==> src/rtl/irqc_pkg.sv <==
package irqc_pkg;
    localparam int BANK_W      = 32;
    localparam int NUM_BANKS   = 2;
    localparam int ADDR_W      = 12;
    localparam int STRIDE_LOG2 = 4;
    localparam int IDX_W       = (NUM_BANKS > 1) ? $clog2(NUM_BANKS) : 1;
    localparam int NUM_SRC     = NUM_BANKS * BANK_W;
    localparam logic [ADDR_W-1:0] BANK_BASE = 12'h010;
    localparam logic [ADDR_W-1:0] WIN_END   = BANK_BASE + ADDR_W'(NUM_BANKS << STRIDE_LOG2);

    localparam logic [STRIDE_LOG2-1:0] OFF_EVENTS = 4'h0;
    localparam logic [STRIDE_LOG2-1:0] OFF_ENABLE = 4'h4;
    localparam logic [STRIDE_LOG2-1:0] OFF_CLEAR  = 4'h8;
    localparam logic [STRIDE_LOG2-1:0] OFF_LEVELS = 4'hC;

    typedef enum logic [2:0] {
        REG_NONE,
        REG_EVENTS,
        REG_ENABLE,
        REG_CLEAR,
        REG_LEVELS
    } reg_kind_e;

    typedef struct packed {
        logic [BANK_W-1:0] events;
        logic [BANK_W-1:0] enable;
        logic [BANK_W-1:0] levels;
    } bank_state_t;
endpackage

==> src/rtl/irqc_decode.sv <==
module irqc_decode
    import irqc_pkg::*;
(
    input  logic [ADDR_W-1:0] addr,
    output logic              hit,
    output logic [IDX_W-1:0]  idx,
    output reg_kind_e         kind
);
    logic [ADDR_W-1:0] rel;
    logic [ADDR_W-1:0] slot;

    always_comb begin
        rel  = addr - BANK_BASE;
        slot = rel >> STRIDE_LOG2;
        hit  = (slot < ADDR_W'(NUM_BANKS));
        idx  = slot[IDX_W-1:0];
        kind = REG_NONE;
        if (hit) begin
            unique case (addr[STRIDE_LOG2-1:0])
                OFF_EVENTS: kind = REG_EVENTS;
                OFF_ENABLE: kind = REG_ENABLE;
                OFF_CLEAR:  kind = REG_CLEAR;
                OFF_LEVELS: kind = REG_LEVELS;
                default:    kind = REG_NONE;
            endcase
        end
    end
endmodule

==> src/rtl/irqc_bank.sv <==
module irqc_bank
    import irqc_pkg::*;
#(
    parameter logic [BANK_W-1:0] LEVEL_SEL = '0
) (
    input  logic              clk,
    input  logic              rst_n,
    input  logic [BANK_W-1:0] src,
    input  logic              enable_we,
    input  logic              clear_we,
    input  logic [BANK_W-1:0] wdata,
    output bank_state_t       state_q_o,
    output logic              pending
);
    bank_state_t state_d, state_q;
    logic [BANK_W-1:0] rise;
    logic [BANK_W-1:0] clr_bits;

    always_comb begin
        state_d  = state_q;
        rise     = src & ~state_q.levels & ~LEVEL_SEL;
        clr_bits = clear_we ? (wdata & ~LEVEL_SEL) : '0;
        state_d.events = (state_q.events & ~clr_bits) | rise;
        state_d.levels = src;
        if (enable_we) begin
            state_d.enable = wdata;
        end
        pending = |((state_q.events | (state_q.levels & LEVEL_SEL)) & state_q.enable);
    end

    always_ff @(posedge clk or negedge rst_n) begin
        if (!rst_n) begin
            state_q <= '0;
        end else begin
            state_q <= state_d;
        end
    end

    assign state_q_o = state_q;

    // levels are the previous-edge sample
    a_r4_levels_follow: assert property (@(posedge clk) disable iff (!rst_n)
        1'b1 |=> state_q.levels == $past(src));

    // a fresh edge on an edge-type bit is latched
    a_r5_edge_latched: assert property (@(posedge clk) disable iff (!rst_n)
        1'b1 |=> ((state_q.events & $past(src & ~state_q.levels & ~LEVEL_SEL))
                  == $past(src & ~state_q.levels & ~LEVEL_SEL)));

    // without a clear, latched events never drop
    a_r5_events_hold: assert property (@(posedge clk) disable iff (!rst_n)
        !clear_we |=> ((state_q.events & $past(state_q.events)) == $past(state_q.events)));

    // cleared bits without a coincident edge are gone
    a_r6_clear_takes: assert property (@(posedge clk) disable iff (!rst_n)
        clear_we |=> ((state_q.events
                       & $past(wdata & ~LEVEL_SEL & ~(src & ~state_q.levels))) == '0));

    // enable write loads the data
    a_r3_enable_load: assert property (@(posedge clk) disable iff (!rst_n)
        enable_we |=> state_q.enable == $past(wdata));

    // level-sensitive bits never hold latched events
    a_r8_no_level_latch: assert property (@(posedge clk) disable iff (!rst_n)
        1'b1 |=> (state_q_o.events & LEVEL_SEL) == '0);
endmodule

==> src/rtl/irqc_rdmux.sv <==
module irqc_rdmux
    import irqc_pkg::*;
(
    input  bank_state_t [NUM_BANKS-1:0] banks,
    input  logic                        hit,
    input  logic [IDX_W-1:0]            idx,
    input  reg_kind_e                   kind,
    output logic [BANK_W-1:0]           rdata
);
    bank_state_t sel;

    always_comb begin
        sel   = banks[idx];
        rdata = '0;
        if (hit) begin
            unique case (kind)
                REG_EVENTS: rdata = sel.events;
                REG_ENABLE: rdata = sel.enable;
                REG_LEVELS: rdata = sel.levels;
                default:    rdata = '0;
            endcase
        end
    end
endmodule

==> src/rtl/dual_bank_irq_ctrl.sv <==
module dual_bank_irq_ctrl
    import irqc_pkg::*;
#(
    parameter logic [NUM_BANKS-1:0][BANK_W-1:0] LEVEL_SELS = {32'h1FF0_0000, 32'h0000_0000}
) (
    input  logic                clk,
    input  logic                rst_n,
    input  logic [NUM_SRC-1:0]  irq_src,
    input  logic [ADDR_W-1:0]   bus_addr,
    input  logic                bus_we,
    input  logic [BANK_W-1:0]   bus_wdata,
    output logic [BANK_W-1:0]   bus_rdata,
    output logic                cpu_irq
);
    logic                        dec_hit;
    logic [IDX_W-1:0]            dec_idx;
    reg_kind_e                   dec_kind;
    bank_state_t [NUM_BANKS-1:0] bank_state;
    logic [NUM_BANKS-1:0]        bank_pend;
    logic                        irq_d, irq_q;

    irqc_decode u_decode (
        .addr (bus_addr),
        .hit  (dec_hit),
        .idx  (dec_idx),
        .kind (dec_kind)
    );

    for (genvar b = 0; b < NUM_BANKS; b++) begin : g_bank
        logic en_we, clr_we;
        assign en_we  = bus_we && dec_hit && (dec_idx == IDX_W'(b)) && (dec_kind == REG_ENABLE);
        assign clr_we = bus_we && dec_hit && (dec_idx == IDX_W'(b)) && (dec_kind == REG_CLEAR);

        irqc_bank #(
            .LEVEL_SEL (LEVEL_SELS[b])
        ) u_bank (
            .clk       (clk),
            .rst_n     (rst_n),
            .src       (irq_src[(NUM_BANKS-1-b)*BANK_W +: BANK_W]),
            .enable_we (en_we),
            .clear_we  (clr_we),
            .wdata     (bus_wdata),
            .state_q_o (bank_state[b]),
            .pending   (bank_pend[b])
        );
    end

    irqc_rdmux u_rdmux (
        .banks (bank_state),
        .hit   (dec_hit),
        .idx   (dec_idx),
        .kind  (dec_kind),
        .rdata (bus_rdata)
    );

    always_comb begin
        irq_d = |bank_pend;
    end

    always_ff @(posedge clk or negedge rst_n) begin
        if (!rst_n) begin
            irq_q <= 1'b0;
        end else begin
            irq_q <= irq_d;
        end
    end

    assign cpu_irq = irq_q;

    // request follows bank pending one cycle later
    a_r2_irq_registered: assert property (@(posedge clk) disable iff (!rst_n)
        1'b1 |=> cpu_irq == $past(|bank_pend));

    // addresses outside the window read zero
    a_r9_outside_zero: assert property (@(posedge clk) disable iff (!rst_n)
        (bus_addr < BANK_BASE || bus_addr >= WIN_END) |-> bus_rdata == '0);

    // request low right after reset
    a_r10_reset_low: assert property (@(posedge clk)
        !rst_n |=> !cpu_irq);
endmodule

==> config.mk <==
export PLATFORM = sky130hd
export DESIGN_NAME = dual_bank_irq_ctrl
export DESIGN_NICKNAME = d
export VERILOG_FILES = /design/src/rtl/irqc_pkg.sv /design/src/rtl/irqc_decode.sv /design/src/rtl/irqc_bank.sv /design/src/rtl/irqc_rdmux.sv /design/src/rtl/dual_bank_irq_ctrl.sv
export SDC_FILE = /design/constraint.sdc
export NUM_CORES = 1
export LEC_CHECK = 0
export BUFFER_PORTS_ARGS = -buffer_cell sky130_fd_sc_hd__buf_2
export CORE_MARGIN = 5
export CORE_UTILIZATION = 55
export CTS_CLUSTER_DIAMETER = 200
export DETAILED_ROUTE_END_ITERATION = 16
export GPL_TIMING_DRIVEN = 0
export PLACE_DENSITY = 0.84
export SLEW_MARGIN = 0
export SYNTH_ARGS = -nofsm -noshare
export SYNTH_HDL_FRONTEND = slang
export SYNTH_HIERARCHICAL = 1
export SYNTH_SLANG_ARGS = --single-unit
==> constraint.sdc <==
create_clock -name clk -period 5.44 [get_ports clk]
set_input_delay 0.544 -clock clk [delete_from_list [all_inputs] [get_ports clk]]
set_output_delay 0.544 -clock clk [all_outputs]
set_load 0.02 [all_outputs]
# Yosys cells after proc, flatten, opt, wreduce, memory -nomap -nowiden

Index checks and enable logic that the tools add are counted.

Add/subtract/negate cells: 1
Magnitude comparators: 2
Equal/unequal tests: 7
Multiplexer cells: 8
Bitwise operators: 14
Reductions and logical operators: 9

Operators with widths:

| kind                                                                          | number |
|---|---|
| 32-bit AND                                                                    | 6 |
| 96-bit 2-to-1 mux                                                             | 2 |
| 32-bit inverter                                                               | 4 |
| 32-bit 2-to-1 mux                                                             | 3 |
| 32-bit case mux with 3 select lines                                           | 1 |
| 32-bit OR                                                                     | 2 |
| 64-bit OR reduction                                                           | 1 |
| 32-bit by 29-bit OR with 32-bit output                                        | 1 |
| 3-bit case mux with 4 select lines                                            | 1 |
| 12-bit by 5-bit subtractor with 12-bit output (second input constant)         | 1 |
| 4-bit equality test (second input constant)                                   | 2 |
| 8-bit by 2-bit less-than comparator with 1-bit output (second input constant) | 1 |
| 1-bit logical AND                                                             | 7 |
| 3-bit by 2-bit equality test with 1-bit output (second input constant)        | 2 |
| 4-bit by 3-bit equality test with 1-bit output (second input constant)        | 1 |
| 4-bit zero test                                                               | 1 |
| 3-bit by 1-bit equality test with 1-bit output (second input constant)        | 1 |
| 3-bit equality test (second input constant)                                   | 1 |
| 3-bit 2-to-1 mux                                                              | 1 |
| 1-bit by 2-bit less-than comparator with 1-bit output (second input constant) | 1 |
| 1-bit inverter                                                                | 1 |

Bits in registers: 193
Bits of input ports: 111
Output and inout port bits: 33
Word-level logic and storage cells: 48

# Longest topological paths before layout

Gate-level depths: netlist (run 1).

Depth after elaboration: 9
Gate-level depth with buffers: 11
Gate-level depth less buffers: 10

# Hierarchy

Netlist (run 1), hierarchy kept.

Modules (own cells, without submodules):

| module                       | instances | cells an instance | area an instance (µm²) | sequential area each (µm²) |
|---|---|---|---|---|
| irqc_bank (g_bank[0].u_bank) | 1         | 284               | 3475.8                 | 2402.3 |
| irqc_bank (g_bank[1].u_bank) | 1         | 248               | 3171.8                 | 2177.1 |
| irqc_rdmux                   | 1         | 225               | 2004.4                 | 0.0 |
| irqc_decode                  | 1         | 16                | 120.1                  | 0.0 |
| dual_bank_irq_ctrl           | 1         | 9                 | 68.8                   | 25.0 |

# Least setup slack after synthesis (run 1)

Ideal clock, no wire load.

Kind: input -> output
Start: input bus_addr[4]
End: output bus_rdata[11]
Data arrival time: 3616 ps
Required time: 4896 ps
Path slack: 1280 ps
Stages on the path: 9
Buffers on the path: 1
Cells stage by stage: inv_1 -> ha_1 -> inv_1 -> a211o_1 -> a2111oi_1 -> nor3b_4 -> a21oi_1 -> clkbuf_1 -> a211oi_1

Cells in the longest elaborated chain, start to end: 6
Elaborated cells between the ends (all ways): 10

Ends and longest elaborated chain:

| what                                                    | line                     | source |
|---|---|---|
| from (decl)                                             | dual_bank_irq_ctrl.sv:9  | `input logic [ADDR_W-1:0] bus_addr,` |
| 12-bit by 5-bit subtractor with 12-bit output *         | irqc_decode.sv:13        | `rel = addr - BANK_BASE;` |
| 8-bit by 2-bit less-than comparator with 1-bit output * | irqc_decode.sv:15        | `hit = (slot < ADDR_W'(NUM_BANKS));` |
| 3-bit 2-to-1 mux *                                      | irqc_decode.sv:18        | `if (hit) begin` |
| named net dec_kind[0]                                   | dual_bank_irq_ctrl.sv:17 | `reg_kind_e dec_kind;` |
| 3-bit equality test, or another cell as far along       | irqc_rdmux.sv:16         | `unique case (kind)` |
| 32-bit case mux with 3 select lines *                   | irqc_rdmux.sv:16         |  |
| 32-bit 2-to-1 mux *                                     | irqc_rdmux.sv:15         | `if (hit) begin` |
| to (decl)                                               | dual_bank_irq_ctrl.sv:12 | `output logic [BANK_W-1:0] bus_rdata,` |

The timed path passes the listed nets; every way through them passes the cells marked *. The select of a mux whose other input is x is not followed.

# Worst setup path after layout (run 1)

Start: input bus_addr[4]
End: output bus_rdata[20]

Cells in the longest elaborated chain, start to end: 6
Elaborated cells between the ends (all ways): 10

Ends and longest elaborated chain:

| what                                                    | line                     | source |
|---|---|---|
| 12-bit by 5-bit subtractor with 12-bit output *         | irqc_decode.sv:13        |  |
| named net dec_idx                                       | dual_bank_irq_ctrl.sv:16 | `logic [IDX_W-1:0] dec_idx;` |
| 8-bit by 2-bit less-than comparator with 1-bit output * | irqc_decode.sv:15        |  |
| 3-bit 2-to-1 mux *                                      | irqc_decode.sv:18        |  |
| named net dec_kind[0]                                   | dual_bank_irq_ctrl.sv:17 |  |
| 3-bit equality test, or another cell as far along       | irqc_rdmux.sv:16         |  |
| 32-bit case mux with 3 select lines *                   | irqc_rdmux.sv:16         |  |
| 32-bit 2-to-1 mux *                                     | irqc_rdmux.sv:15         |  |

Marks and branches as above.

==> results of run 1 <==
## worst min path at each step
| stage | from | endpoint | slack [ns] | cells past startpoint |
|---|---|---|---|---|
| after global placement | g_bank[0].u_bank/state_q_o[19] | g_bank[0].u_bank/state_q_o[83] | 0.42 | 1 |
| after global routing | rst_n | g_bank[0].u_bank/state_q_o[80] | 0.07 | 1 |
| after detailed placement | g_bank[1].u_bank/state_q_o[8] | g_bank[1].u_bank/state_q_o[72] | 0.43 | 1 |
| after CTS | rst_n | g_bank[1].u_bank/state_q_o[48] | 0.04 | 1 |
| after floorplan | rst_n | cpu_irq | 0.25 | 0 |
| final | rst_n | g_bank[1].u_bank/state_q_o[48] | 0.04 | 1 |
## where the power goes
group          leakage (nW)  switching (mW)  internal [mW]
Combinational          2.52          0.0985         0.0707
Sequential             2.14          0.0130           1.39
Clock                 0.312           0.530          0.839
## layer usage
metal	global-route usage	part of all wire	vias to the layer above
met5	0	0.00050	-
met2	0.4409	0.46	405
met4	0.1358	0.040	2
met1	0.3691	0.39	3488
met3	0.09044	0.10	84
li1	-	-	3073
## synthesized netlist by cell type (all sizes together)
cell     number
a211o         1
mux2        160
a21oi         2
conb          1
nand2       144
xor2          1
clkbuf       11
o21ai        55
a2111oi       3
nor3          3
xnor2         1
nand2b        1
or2           2
or4           2
a211oi       32
a22oi        64
o211ai        1
inv          60
ha            1
dfrtp       184
nand3         1
nand4         9
buf          37
nor4          2
nor3b         3
nor2          1
## cell families after synthesis
kind of cell,after synthesis,synth area share
fa+ha+maj,1,0.001415
mux,160,0.2038
xor+xnor,2,0.001982
other cells,1,0.0004242
buf+inv,108,0.05930
simple gates,168,0.08251
compound gates,158,0.1298
flops,184,0.5208
## worst max-delay path: stages
cell       delay, ns
buf_2           0.10
inv_1           0.14
ha_1            0.17
inv_1           0.05
a211o_1         0.36
a2111oi_2       0.89
nor3b_4         0.46
a21oi_1         0.19
clkbuf_1        0.37
a211oi_1        0.37
buf_2           0.23
## state kept, by name, summed over array words and instances, names as in the netlist
register / flops
g_bank.u_bank/state_q_o: 183
cpu_irq: 1
## area by class of cell
class,instances,share of cell area
tap,216,0.02560
inverter,60,0.02133
clock inverter,11,0.01861
buffer,48,0.02832
sequential,184,0.4361
multi-input combinational,498,0.3554
timing repair buffer,144,0.07134
clock buffer,20,0.04326
## stage by stage
stage / instance area (sq um) / setup slack (ns)
global placement: 9857 / 0.6677
floorplan: 8871 / 1.280
detailed placement: 9905 / 1.164
finish: 10560 / 1.015
global route: 10560 / 0.9355
CTS: 10560 / 1.140
==> results, run 1 <==
- The run finished with clean final reports.
- CTS saw 184 sinks.
- The number of global-route vias before repair is 7290.
- The number of top-level pins is 144.
- The post-synth design cell area is 8841 sq um.
- The initial standard-cell utilization of the core is 0.5586.
- The routed wire length per instance is 22.07 um.
- Leaving out fill and tap cells, the most frequent cell in the layout is dfrtp_1.
- Once detailed placement completed, the half-perimeter wirelength came to 17470 um.
- The synthesized netlist contains 33 unique library cells.
- Hold is met by 0.03870 ns.
- In this run the worst setup path begins at bus_addr[4].
- Max-cap violations in this run came to 0.
- The sequential cell area is 4604 sq um.
- The cell count after placement is 1150.
- The post-route fraction of the period consumed by the critical path is 0.8134.
- In this run the core area contains 46 standard-cell rows.
- The total leakage power is 4.970 nW.
- The total iterations of the first detailed-routing run is 4.
- The reg2reg setup slack is 3.55 ns.
- Based on the critical path, the design can be clocked at up to 226.0 MHz.
- The count of placed standard cells in the final layout, fillers left out is 1181.
- The clock period minus final worst setup slack is 4.425 ns.
- The yosys synthesis warning count is 6.
- The kind of launch point of the worst setup path is a primary input.
- The floorplan step set the die width to 136.8 um.
- The worst endpoint data arrival time is 3.88 ns.
- The final net count is 1065.
- The TritonCTS clock tree is yes.
- The synthesized design contains 184 register bits.
- The kind of critical path is primary input to output port.
- Setup repair after global routing left no endpoint under its margin.
- The worst setup path is captured at an output port.
- The peak supply drop is 249.0 uV.
- The detailed-route DRC error count is 0.
- A synthesized cell averages 11.31 sq um.
- Relative to the synthesized area, the layout overhead comes to 19.42%.
- The actual slew at the worst max-slew pin is 1.040 ns.
- Setup violations remaining at the end of the flow were counted as 0.
- The number of routed nets with antenna violations is 0.
- The maximum fanout encountered on the critical timing path is 10.
- In this run the deepest clock path goes through 2 buffers.
- Summing all multi-input logic gate instances after layout gives 3752 sq um.
- The placeable core region is 15830 sq um.
- Input and output buffers added on the ports amount to 143.
- The biggest area consumer among synthesized cells is dfrtp_1.
- At the later pin of the worst-skew pair, clock insertion delay measures 0.44 ns.
- Following the worst setup path forward leads to its endpoint at bus_rdata[20].
- The destination of the worst register-to-register timing path is cpu_irq.
- Entering global routing, the biggest net connects 128 pins.
- The number of instances in the synthesized netlist is 782.
- The H-tree depth reported by CTS is 4.
- The number of hold buffers added after CTS was 0.
- In this run the critical register-to-register path is launched from g_bank[1].u_bank/state_q_o[34].
- The post-cts resize count is 0.
- The number of clock buffers inserted by TritonCTS is 17.
- STA puts the critical path data required time at 4.90 ns.
- At the end of routability-driven placement, the weighted congestion stood at 0.9188.
- The area share of the leading cell type in the synthesized netlist is 0.5208.
- The post-CTS repair timing setup buffer count is 0.
- Across every metal layer, demand over resource in global routing totals 0.2859.
- Once layout is complete, the utilization of the core stands at 0.6670.
- The max-slew headroom at the worst pin is 0.3056.
- The height of the chip is 136.8 um.
- Measured in cells, the most critical reg-to-reg path has a length of 4.
- By area the synthesized netlist is led by dfrtp_1 52%, mux2_2 20%, nand2_1 6.1%.
- Of the cells placed in the final design, the portion with a size suffix greater than 1 is 0.4083.
- The number of antenna violations at the first check in global routing came to 1.
- Detailed routing inserted a total of 7052 vias.
- The number of filler cells placed in the layout is 1187.
- 0 antenna diodes ended up in the layout.
- The total count of max-transition violations in the final report is 0.
- The power density over the cells is 278.8 nW/um^2.
- The first global-routing pass estimated 39850 um of wire.
- For this run the aggregate overflow at the end of global routing stands at 0.
- The hold violation total from the final report is 0.
- The overall routed net length is 26060 um.
- The root cell of the clock tree is clkbuf_16.
- The class of the tightest hold or removal check is primary input to async pin.
- For this run, the register share of the synthesized area comes to 0.5208.
- After the first detailed-routing iteration, the DRC count stood at 706.
- The die covers 18710 sq um.
- The CTS clock-pin slew for the worst setup and hold paths is 0.07 ns.
- Using the TritonRoute via totals, the vias-per-cell ratio works out to 5.971.
- In the layout the commonest cells are 184 x dfrtp_1, 159 x buf_2, 156 x mux2_2.
- Setup total negative slack on the finished layout was measured at 0 ns.
- The clock skew is 0.009885 ns.
- Overall power consumption after layout is estimated at 2.943 mW.
(Power assumes the default switching activity.)
==> run 2, diff against run 1 <==
- ABC_AREA: default -> 1
- CORE_UTILIZATION: 55 -> 52
- PLACE_DENSITY: 0.84 -> 0.83
- clock period: 5.44 -> 4 ns (I/O delays scaled with it)
==> run 2 against run 1 <==
The flow now finishes with violations (negative hold slack). Synthesized area up 6.7%. Hold slack worse by 0.055 ns. Count of clock-buffer cells in the layout down 3. Cell area up 5.7%. Wire length up 4.3%. Clock skew down 0.0023 ns. Via count up 18%. Register-to-register slack worse by 0.90 ns. Critical path type unchanged. Largest cell class unchanged. Largest power group unchanged.
==> results, run 2 <==
- The maximum buffer depth of the clock tree is 2 (unchanged).
- The number of DRC markers after the initial detailed-route iteration is 715 (was 706).
- The clock skew is 0.007612 ns (was 0.009885 ns).
- The post-placement worst setup slack came to 0.9576 ns (was 1.164 ns).
- The post-CTS repair timing setup buffer count is 0 (unchanged).
- The count of placed standard cells in the final layout, fillers left out is 1597 (was 1181).
- The count of buffers from port buffering came to 143 (unchanged).
- The H-tree depth reported by CTS came to 4 (unchanged).
- The number of instances in the synthesized netlist came to 1183 (was 782).
- The maximum fanout encountered on the critical timing path was 10 (unchanged).
- The area added between synthesis and finish is 18.27% (was 19.42%).
- The post-route setup TNS is 0 ns (unchanged).
- The CTS clock-pin slew for the worst setup and hold paths is 0.07 ns (about the same).
- The clock insertion delay at the later pin of the skew report is 0.44 ns (about the same).
- The max capacitance violation total is 0 (unchanged).
- The fraction of final layout cells sized beyond drive strength 1 was 0.2187 (was 0.4083).
- The number of routed nets with antenna violations came to 0 (unchanged).
- The post-synth design cell area is 9433 sq um (was 8841 sq um).
- Derived from the worst setup path, the maximum achievable clock frequency is 317.6 MHz.
- The number of clock buffers inserted by TritonCTS is 17 (unchanged).
- The overall track demand over capacity in global routing came to 0.2656 (was 0.2859).
- The number of global-route vias before repair was 8464 (was 7290).
- The clock period minus final worst setup slack is 3.148 ns.
- The met2 demand-to-capacity share in global routing was 0.4289 (was 0.4409).
- The total number of clock tree sinks is 184 (unchanged).
- The final hold slack is -0.01620 ns (was 0.03870 ns).
- Commonest cells after routing, fill and taps aside: 646 x nand2_1, 184 x dfrtp_1, 169 x buf_2 (was 184 x dfrtp_1, 159 x buf_2, 156 x mux2_2).
- The post-cts resize count is 0 (unchanged).
- The max-slew headroom at the worst pin is 0.4800 (was 0.3056).
- The count of flip-flops with a built-in enable after synthesis was 0 (unchanged).
- The number of flip-flops under the largest register name is 183 (unchanged).
- The cell type with the highest occurrence count on the critical path is nand2_1.
- The most common cell after layout, fill and taps aside is nand2_1 (was dfrtp_1).
- The actual slew at the worst max-slew pin was 0.7800 ns (was 1.040 ns).
- The placement row count came to 49 (was 46).
- The total leakage power is 6.469 nW (was 4.970 nW).
- The most frequently used flop master after synthesis is dfrtp_1 (unchanged).
- The peak supply drop is 306.2 uV (was 249.0 uV).
- The kind of critical path is primary input to output port (unchanged).
- The worst endpoint data arrival time is 2.75 ns (was 3.88 ns).
- The required arrival time at the worst endpoint came to 3.60 ns (was 4.90 ns).
- The detailed-route DRC error count came to 0 (unchanged).
- Main area contributors after synthesis: dfrtp_1 49%, nand2_1 26%, mux2_4 9.6% (was dfrtp_1 52%, mux2_2 20%, nand2_1 6.1%).
- The total count of max-transition violations in the final report is 0 (unchanged).
- RSZ-0062 raised after global routing: no (unchanged).
- The most common cell in the synthesized netlist is nand2_1 (was dfrtp_1).
- The root cell of the clock tree is clkbuf_16 (unchanged).
- The biggest area consumer among synthesized cells is dfrtp_1 (unchanged).
- The count of distinct cell types in the synthesized netlist came to 19 (was 33).
- The sequential cell area fraction in the yosys report is 0.4881 (was 0.5208).
- The overall routed net length came to 27190 um (was 26060 um).
- The maximum number of pins on one net before global-route repair came to 102 (was 128).
- The width of the die is 144.7 um (was 136.8 um).
- The fraction of synthesis flops using an asynchronous set or reset pin is 1.000 (unchanged).
- The final count of negative-setup-slack endpoints is 0 (unchanged).
- The routed wire length per instance is 17.02 um (was 22.07 um).
- Critical path cell sequence: buf_2, inv_1, ha_1, inv_1, nand2_1, nand2_1, nand2_1, nand3_2, nor2_1, nand2_1, nor2_2, buf_2, nand2_1, nand3_1, nand2_1, inv_1, buf_2 (was buf_2, inv_1, ha_1, inv_1, a211o_1, a2111oi_2, nor3b_4, a21oi_1, clkbuf_1, a211oi_1, buf_2).
- The final worst-path setup slack is 0.8517 ns (was 1.015 ns).
- The met1 routing resource usage after global routing is 0.3445 (was 0.3691).
- The final net count was 1466 (was 1065).
- The met3 usage was 0.05915 (was 0.09044).
- The sequential cell area came to 4604 sq um (unchanged).
- The yosys synthesis warning count is 6 (unchanged).
- The area share of the leading cell type in the synthesized netlist is 0.4881 (was 0.5208).
- The final reports fail on negative hold slack.
- The average vias per placed instance came to 5.224 (was 5.971).
- The footprint of the multi-input gates is 4045 sq um (was 3752 sq um).
- The number of synthesized register bits is 184 (unchanged).
- The height of the chip is 144.7 um (was 136.8 um).
- The class of the tightest hold or removal check is primary input to async pin (unchanged).
- The hold violation total from the final report is 3 (was 0).
- The type of element capturing the critical path is an output port (unchanged).
- The die footprint was 20930 sq um (was 18710 sq um).
- The cell count after placement is 1564 (was 1150).
- The TritonCTS clock tree is yes (unchanged).
- The total power of the final layout is 4.035 mW (was 2.943 mW).
- The number of antenna violations at the first check in global routing is 2 (was 1).
- The total global routing overflow is 0 (unchanged).
- The detailed placement HPWL was 18400 um (was 17470 um).
- The longest individual stage delay on the worst path came to 0.39 ns (was 0.89 ns).
- The placeable core region came to 17900 sq um (was 15830 sq um).
- The total iterations of the first detailed-routing run is 8 (was 4).
- Status: finished with violations (was finished, final reports clean).
- The number of top-level pins is 144 (unchanged).
- The power density over the cells came to 361.7 nW/um^2 (was 278.8 nW/um^2).
- Leading cell types by count after synthesis: 646 x nand2_1, 184 x dfrtp_1, 100 x inv_1, 60 x mux2_4, 55 x o21ai_0 (was 184 x dfrtp_1, 156 x mux2_2, 144 x nand2_1, 60 x inv_1, 56 x a22oi_1).
- The number of filler cells placed in the layout is 1548 (was 1187).
- The last weighted congestion value of the routability-driven placer is 0.9055 (was 0.9188).
- The initial standard-cell utilization of the core is 0.5269 (was 0.5586).
- The global routing's busiest layer is met2 (unchanged).
- The hold buffer count at CTS is 0 (unchanged).
- The average cell area after synthesis is 7.974 sq um (was 11.31 sq um).
- The kind of launch point of the worst setup path is a primary input (unchanged).
- Dividing the final minimum period by the clock period gives 0.7871.
- The critical path's slowest cell is buf_2 (was a2111oi_2).
- The via total after detailed routing came to 8343 (was 7052).
- The global-route wire length before repair is 42660 um (was 39850 um).
run 2: cell types whose count changed in the layout (fill, tap and decap cells not counted), sizes merged, moves of 9 or more:
cell / previous run / this run
clkbuf: 31 / 17
nand4: 9 / 0
nand2: 144 / 646
inv: 60 / 102
buf: 181 / 199
mux2: 160 / 64
a22oi: 64 / 0
a211oi: 32 / 0
nor2: 1 / 37
nand3: 1 / 38
run 2: kinds of logic (layout without fill, tap and decap cells):
family | Yosys count | count (layout) | share of synthesized area
AOI/OAI and AO/OA | 55 | 55 | 0.02918
adders and majority gates | 1 | 1 | 0.001326
buffers and inverters | 156 | 332 | 0.08622
DFF | 184 | 184 | 0.4881
muxes | 64 | 64 | 0.1003
other | 1 | 10 | 0.0003975
and+or+nand+nor | 722 | 722 | 0.2945
run 2: layout make-up:
cell class / count / area share
sequential: 184 / 0.4127
clock buffer: 17 / 0.03813
buffer: 55 / 0.03869
multi-input combinational: 851 / 0.3626
inverter: 101 / 0.03421
tap: 229 / 0.02568
antenna: 1 / 0.0002243
timing repair buffer: 144 / 0.06752
clock inverter: 15 / 0.02019
run 2: worst max-delay path: cells and delay by family:
kind / cells / cell delay, ns
adder cells (fa/ha/maj): 1 / 0.21
buffers and inverters: 6 / 0.91
AND/OR/NAND/NOR: 10 / 1.22
run 2: path summary, 6_finish.rpt:
check                                          startpoint  cells after the start                             end  slack [ns]
setup / recovery                              bus_addr[4]                     17                    bus_rdata[7]        0.85
min in group clk                              irq_src[25]                      1  g_bank[1].u_bank/state_q_o[25]        0.06
hold reg to reg            g_bank[0].u_bank/state_q_o[24]                      1  g_bank[0].u_bank/state_q_o[88]        0.44
max in group asynchronous                           rst_n                      2  g_bank[1].u_bank/state_q_o[41]        3.15
setup reg to reg           g_bank[1].u_bank/state_q_o[41]                      7                         cpu_irq        2.65
hold / removal                                      rst_n                      1  g_bank[1].u_bank/state_q_o[72]       -0.02
run 2: through the flow:
step | utilization | area, sq um
2_1_floorplan | - | 9463
3_3_place_gp | 0.5846 | 10470
3_5_place_dp | 0.5867 | 10500
4_1_cts | 0.6230 | 11150
5_1_grt | 0.6230 | 11150
6_report | 0.6231 | 11160
run 2: per-layer routing:
metal  wire, um  up-vias
met4        994        4
met3       2567       98
li1           -     3925
met2      12720      436
met1      10880     3880
met5         27        -
run 2: power breakdown:
group          internal, mW  switching [mW]  leakage, nW  total (mW)
clock                  1.11           0.757        0.305        1.87
sequential             1.89          0.0173         2.14        1.91
combinational        0.0887           0.168         4.03       0.257
total                  3.09           0.942         6.47        4.03
